File: src/rtl/cks_pkg.sv
package cks_pkg;

    localparam int CFG_CLK_BIT   = 0;
    localparam int CFG_PULSE_BIT = 1;
    localparam int CFG_W         = 2;

    typedef struct packed {
        logic pulse_en;
        logic clk_en;
    } cfg_t;

endpackage

File: src/rtl/cks_phase_div.sv
module cks_phase_div #(
    parameter int HALF = 8
) (
    input  logic                          clk,
    input  logic                          rst_n,
    output logic [$clog2(2*HALF)-1:0]     phase,
    output logic                          wrap,
    output logic                          hi_next
);
    localparam int PER = 2 * HALF;
    localparam int PW  = $clog2(PER);
    localparam logic [PW-1:0] LAST   = PW'(PER - 1);
    localparam logic [PW-1:0] HALF_V = PW'(HALF);

    logic [PW-1:0] phase_d, phase_q;

    always_comb begin
        wrap    = (phase_q == LAST);
        phase_d = wrap ? '0 : phase_q + 1'b1;
        hi_next = (phase_d < HALF_V);
    end

    always_ff @(posedge clk or negedge rst_n) begin
        if (!rst_n) phase_q <= '0;
        else        phase_q <= phase_d;
    end

    assign phase = phase_q;
endmodule

File: src/rtl/cks_edge_sync.sv
module cks_edge_sync (
    input  logic clk,
    input  logic rst_n,
    input  logic async_in,
    output logic rise
);
    typedef struct packed {
        logic meta;
        logic stable;
        logic prev;
    } chain_t;

    chain_t s_d, s_q;

    always_comb begin
        s_d.meta   = async_in;
        s_d.stable = s_q.meta;
        s_d.prev   = s_q.stable;
        rise       = s_q.stable & ~s_q.prev;
    end

    always_ff @(posedge clk or negedge rst_n) begin
        if (!rst_n) s_q <= '0;
        else        s_q <= s_d;
    end
endmodule

File: src/rtl/cks_bit_strobe.sv
module cks_bit_strobe #(
    parameter int STB_DIV = 8
) (
    input  logic clk,
    input  logic rst_n,
    input  logic wrap,
    input  logic restart,
    input  logic gate_next,
    output logic stb
);
    localparam int SW = (STB_DIV > 2) ? $clog2(STB_DIV) : 1;
    localparam logic [SW-1:0] LAST = SW'(STB_DIV - 1);

    typedef struct packed {
        logic [SW-1:0] cnt;
        logic          stb;
    } st_t;

    st_t s_d, s_q;

    always_comb begin
        s_d = s_q;
        if (restart)
            s_d.cnt = '0;
        else if (wrap)
            s_d.cnt = (s_q.cnt == LAST) ? '0 : s_q.cnt + 1'b1;
        s_d.stb = wrap & gate_next & (s_d.cnt == '0);
    end

    always_ff @(posedge clk or negedge rst_n) begin
        if (!rst_n) s_q <= '0;
        else        s_q <= s_d;
    end

    assign stb = s_q.stb;
endmodule

File: src/rtl/cvt_clk_sync_gen.sv
module cvt_clk_sync_gen
    import cks_pkg::*;
#(
    parameter int HALF    = 8,
    parameter int STB_DIV = 8
) (
    input  logic             clk,
    input  logic             rst_n,
    input  logic             cfg_we,
    input  logic [CFG_W-1:0] cfg_wdata,
    input  logic             align_req,
    output logic             conv_clk,
    output logic             frame_sync,
    output logic             bit_stb
);
    localparam int PW = $clog2(2 * HALF);

    typedef struct packed {
        cfg_t cfg;
        logic gate;
        logic cclk;
        logic pend;
        logic fsync;
    } top_t;

    logic [PW-1:0] phase;
    logic          wrap;
    logic          hi_next;
    logic          rise;
    logic          rise_en;
    logic          restart;
    top_t          s_d, s_q;

    cks_phase_div #(.HALF(HALF)) u_div (
        .clk     (clk),
        .rst_n   (rst_n),
        .phase   (phase),
        .wrap    (wrap),
        .hi_next (hi_next)
    );

    cks_edge_sync u_edge (
        .clk      (clk),
        .rst_n    (rst_n),
        .async_in (align_req),
        .rise     (rise)
    );

    always_comb begin
        s_d     = s_q;
        rise_en = rise & s_q.cfg.pulse_en;
        if (cfg_we) begin
            s_d.cfg.clk_en   = cfg_wdata[CFG_CLK_BIT];
            s_d.cfg.pulse_en = cfg_wdata[CFG_PULSE_BIT];
        end
        s_d.gate = wrap ? s_q.cfg.clk_en : s_q.gate;
        s_d.cclk = s_d.gate & hi_next;
        if (wrap) begin
            s_d.fsync = s_q.pend | rise_en;
            s_d.pend  = 1'b0;
        end else begin
            s_d.pend  = s_q.pend | rise_en;
        end
        restart = wrap & (s_q.pend | rise_en);
    end

    always_ff @(posedge clk or negedge rst_n) begin
        if (!rst_n) s_q <= '0;
        else        s_q <= s_d;
    end

    cks_bit_strobe #(.STB_DIV(STB_DIV)) u_stb (
        .clk       (clk),
        .rst_n     (rst_n),
        .wrap      (wrap),
        .restart   (restart),
        .gate_next (s_d.gate),
        .stb       (bit_stb)
    );

    assign conv_clk   = s_q.cclk;
    assign frame_sync = s_q.fsync;
endmodule

File: config.mk
export PLATFORM = sky130hd
export DESIGN_NAME = cvt_clk_sync_gen
export DESIGN_NICKNAME = d
export VERILOG_FILES = /design/src/rtl/cks_pkg.sv /design/src/rtl/cks_phase_div.sv /design/src/rtl/cks_edge_sync.sv /design/src/rtl/cks_bit_strobe.sv /design/src/rtl/cvt_clk_sync_gen.sv
export SDC_FILE = /design/constraint.sdc
export NUM_CORES = 1
export LEC_CHECK = 0
export BUFFER_PORTS_ARGS = -buffer_cell sky130_fd_sc_hd__buf_4
export CAP_MARGIN = 5
export CORE_MARGIN = 2
export CORE_UTILIZATION = 49
export CTS_CLUSTER_DIAMETER = 60
export CTS_CLUSTER_SIZE = 14
export DETAILED_ROUTE_END_ITERATION = 6
export GPL_TIMING_DRIVEN = 0
export PLACE_DENSITY = 0.8
export SLEW_MARGIN = 20
export SYNTH_ARGS = -nofsm -noshare
export SYNTH_HDL_FRONTEND = slang
export SYNTH_SLANG_ARGS = --single-unit
File: constraint.sdc
create_clock -name clk -period 2.2 [get_ports clk]
set_clock_uncertainty 0.1 [all_clocks]
set_input_delay 0.33 -clock clk [delete_from_list [all_inputs] [get_ports clk]]
set_output_delay 0.33 -clock clk [all_outputs]
set_load 0.005 [all_outputs]
# [Word level (Yosys, flattened, before mapping)]
# Cells that the tools add are included.
[totals] register_bits=17 latchBits=0 mem_bits_rw=0 romBits=0 output_inout_bits=3 elab_cells=32 mem_count=0
[op_classes] n_addsub=2 n_mul=0 div_mod_pow=0 n_lt_le_gt_ge=1 n_eq_ne=2 shift=0 muxes=6 bitwise=8 reduce_logical=1
[op_table] op="3-bit 2-to-1 mux" count=3
[op_table] op="1-bit AND" count=6
[op_table] op="4-bit by 1-bit adder with 4-bit output (second input constant)" count=1
[op_table] op="4-bit equality test (second input constant)" count=1
[op_table] op="4-bit < comparator (second input constant)" count=1
[op_table] op="4-bit 2-to-1 mux" count=1
[op_table] op="3-bit by 1-bit adder with 3-bit output (second input constant)" count=1
[op_table] op="3-bit equality test (second input constant)" count=1
[op_table] op="3-bit logical NOT" count=1
[op_table] op="1-bit 2-to-1 mux" count=2
[op_table] op="1-bit NOT" count=1
[op_table] op="1-bit OR" count=1

# [Longest topological paths before layout]
[logic_depth] depth_word=8 mapped_depth=5 depth_no_buf=5

# [Hierarchy]
# Synthesis repeated with hierarchy kept, for this count alone.
[hier_totals] hier_cells=47 area_unflattened_um2=655.6
[modules_own_cells] mod="cvt_clk_sync_gen" n_inst=1 cells_per_inst=15 area_per_inst_um2=220.2
[modules_own_cells] mod="cks_bit_strobe" n_inst=1 cells_per_inst=15 area_per_inst_um2=185.2
[modules_own_cells] mod="cks_phase_div" n_inst=1 cells_per_inst=13 area_per_inst_um2=161.4
[modules_own_cells] mod="cks_edge_sync" n_inst=1 cells_per_inst=4 area_per_inst_um2=88.8

# [Worst setup path after synthesis]
# No wires, ideal clock.
[synth_path] path_type="flip-flop to flip-flop" from="register u_div.phase_q[0], in the netlist u_div.phase[0]" to="register u_stb.s_q[3] (netlist name)" setup_time_ps=120 arrival_time_ps=1113 required_time_ps=1980 path_slack_ps=868 stages_incl_launch_ff=4 path_buffers=0 synth_period_minus_slack_ps=1332 cell_sequence="dfrtp_1 ha_1 and3_2 a31o_1"
[synth_rtl] element="start: declaration" line_no="cks_phase_div.sv:15" text="logic [PW-1:0] phase_d, phase_q;"
[synth_rtl] element="start signal: assignment" line_no="cks_phase_div.sv:25" text="else phase_q <= phase_d;"
[synth_rtl] element="end signal: assignment" line_no="cks_bit_strobe.sv:31" text="if (!rst_n) s_q <= '0;"
[synth_rtl] element="end signal: assignment" line_no="cks_bit_strobe.sv:32" text="else s_q <= s_d;"
[synth_rtl] element="end: declaration" line_no="cks_bit_strobe.sv:19" text="st_t s_d, s_q;"

==> run_results.csv <==
group,metric,value,unit
setup_path,crit_start,"u_div.phase[0]$_DFF_PN0_",
timing,drv_slew,0,
synthesis,ys_types,20,
finish,area_growth,17.9,%
power,power,0.548,mW
timing,worstMarginPinSlew,497,ps
finish,layout_commonest_cell,"dfrtp_1",
placement,dp_hpwl,686,um
timing,period_share,0.656,
placement,place_ws,765,ps
clocking,tritoncts,"yes",
synthesis,yosys_warnings,0,
finish,layout-drive-gt1-share,0.258,
floorplanning,rows,13,
min_path,hold_end,"u_edge.s_d[1]$_DFF_PN0_",
finish,stdcell_area,782,um^2
setup_path,path_class,"reg -> reg",
placement,gp_congestion,0.703,
route,vias,407,
synthesis,synth_area_leaders,"dfrtp_1 (64%), ha_1 (5.7%), o21ai_0 (3.8%)",
route,via_per_inst,5.02,
setup_path,slowest_stage,"dfrtp_1",
clocking,clock_sinks,17,
power,ir_drop,417,uV
route,wl,930,um
floorplanning,fp.dieH,40.8,um
synthesis,syn_area,663,um^2
clocking,clk_latency,290,ps
run,drv_cap,0,
setup_path,reg2reg_to,"u_stb.s_q[2]$_DFF_PN0_",
floorplanning,core_region_area,1280,um^2
route,postRouteAntennaNets,0,
setup_path,path_cells,"ha_1 > nand3_2 > and2_1 > a31o_1",
synthesis,synth_top_area_frac,0.642,
clocking,clk_pin_slew,100,ps
grt,grt_first_pass_wirelength,1480,um
run_status,status,"completed",
floorplanning,io-pin-count,9,
setup_path,reg2regPathDepth,4,
floorplanning,dieArea,1660,um^2
synthesis,synth_top_cell_by_area,"dfrtp_1",
setup_path,endpoint_kind,"register",
finish,final_util,0.609,
timing,worst_hold_slack,35.6,ps
route,drc,0,
finish,final_cells,81,
setup_path,crit_family,"flip-flops",
synthesis,ys_seq_area_frac,0.642,
synthesis,ys_ff_latch,17,
clocking,cts_made_buffers,3,
clocking,cts_buffer_depth,2,
timing,fmax,693,MHz
placement,port_buffers,8,
timing,setup_viol,0,
setup_path,r2r-start,"u_div.phase[0]$_DFF_PN0_",
power,p_leak,0.382,nW
synthesis,synth_fp_nets,62,
timing,hold_viol_final,0,
setup_path,slowest_delay,420,ps
clocking,cts_max_level,1,
setup_path,crit_required,2290,ps
synthesis,syn_inst,53,
floorplanning,fp.dieW,40.8,um
setup_path,path_max_fanout,7,
timing,fin_ws,756,ps
power,p_per_area,700,nW/um^2
timing,fin_tns_setup,0,ps
route,drtPass1Iterations,2,
placement,post-place-cells,76,
timing,rsz0062_at_grt,"false",
placement,place_area,742,um^2
finish,layout.nets,76,
synthesis,syn_area_per_cell,12.5,um^2
setup_path,reg2reg_setup_slack,760,ps
min_path,holdCritPathClass,"in -> reg",
grt,grt_overflow,0,
min_path,min-delay-start,"align_req",
clocking,cts-root-buf,"clkbuf_4",
finish,diodes,0,
grt,grt_use_total,0.150,
route,wl_per_cell,11.5,um
grt,grt_max_degree,18,
grt,grt_antenna_before_repair,0,
setup_path,startpoint_type,"register",
setup_path,worstPathBufferInverterCount,0,
finish,final_cell_mix,"dfrtp_1 (17), buf_4 (8), o21ai_0 (5), nand2_1 (5)",
setup_path,crit_arrival,1530,ps
timing,fin_crit,1440,ps
min_path,whs_path_depth,1,
timing,max_slew_margin,0.667,
route,drt_iter0_markers,4,
floorplanning,start_util,0.516,
clocking,cts_resized,0,
grt,grt_pass1_vias,375,
-- area by class of cell --
| class | count | area (um^2) |
|---|---|---|
| Clock inverter | 1 | 7.51 |
| Multi-Input combinational cell | 34 | 230 |
| Timing Repair Buffer | 9 | 70.1 |
| Sequential cell | 17 | 425 |
| Inverter | 2 | 7.51 |
| Clock buffer | 3 | 22.5 |
| Fill cell | 103 | 503 |
| Tap cell | 15 | 18.8 |
-- power by group --
| group | internal (mW) | switching, mW | total [mW] | leakage [nW] |
|---|---|---|---|---|
| sequential | 0.328 | 0.00932 | 0.337 | 0.212 |
| clock | 0.0691 | 0.100 | 0.170 | 0.0139 |
| combinational | 0.0229 | 0.0177 | 0.0406 | 0.156 |
-- Yosys cell counts --
| cell type | count |
|---|---|
| nand2_1 | 5 |
| and2_1 | 1 |
| dfrtp_1 | 17 |
| a22o_2 | 1 |
| nand3_2 | 1 |
| and3_2 | 1 |
| a31oi_1 | 1 |
| nor2_1 | 3 |
| inv_1 | 2 |
| o21ai_0 | 5 |
| a31o_1 | 2 |
| and4b_1 | 1 |
| nand3_1 | 1 |
| a21oi_1 | 3 |
| mux2_2 | 2 |
| and2_0 | 1 |
| xor2_1 | 1 |
| nor3_1 | 1 |
| nand3b_1 | 1 |
| ha_1 | 3 |
-- sequential cells by signal, indices dropped and copies added, names as in the netlist --
signal       cells
u_edge.s_q       1
u_edge.s_d       2
u_stb.stb        1
u_div.phase      4
frame_sync       1
u_stb.s_q        3
conv_clk         1
s_q              4
-- kinds of logic after synthesis --
kind of cell	after synthesis	share of synthesized area
flops	17	0.642
simple gates	16	0.132
compound gates	12	0.111
fa+ha+maj	3	0.0566
buf+inv	2	0.0113
mux	2	0.0340
xor+xnor	1	0.0132
-- repair_timing --
item	CTS	global route
setup buffers	0	0
endpoints found under the hold margin	17	0
hold buffers	1	0
-- layer usage --
metal | part of all wire | wire (um) | vias to the layer above | GRT usage
li1 | - | - | 213 | -
met1 | 0.48 | 443 | 183 | 0.174
met2 | 0.45 | 421 | 9 | 0.211
met3 | 0.053 | 49 | 2 | 0.0489
met4 | 0.016 | 15 | 0 | 0.150
met5 | 0 | 0 | - | 0
-- worst max-delay path by stage --
stage                             endpoint  cells past startpoint
floorplan           u_stb.s_q[3]$_DFF_PN0_                      3
global placement    u_stb.s_q[2]$_DFF_PN0_                      4
detailed placement  u_stb.s_q[2]$_DFF_PN0_                      4
CTS                 u_stb.s_q[2]$_DFF_PN0_                      4
global route        u_stb.s_q[2]$_DFF_PN0_                      4
finish              u_stb.s_q[2]$_DFF_PN0_                      4
Power figures use the tool's default switching activity.
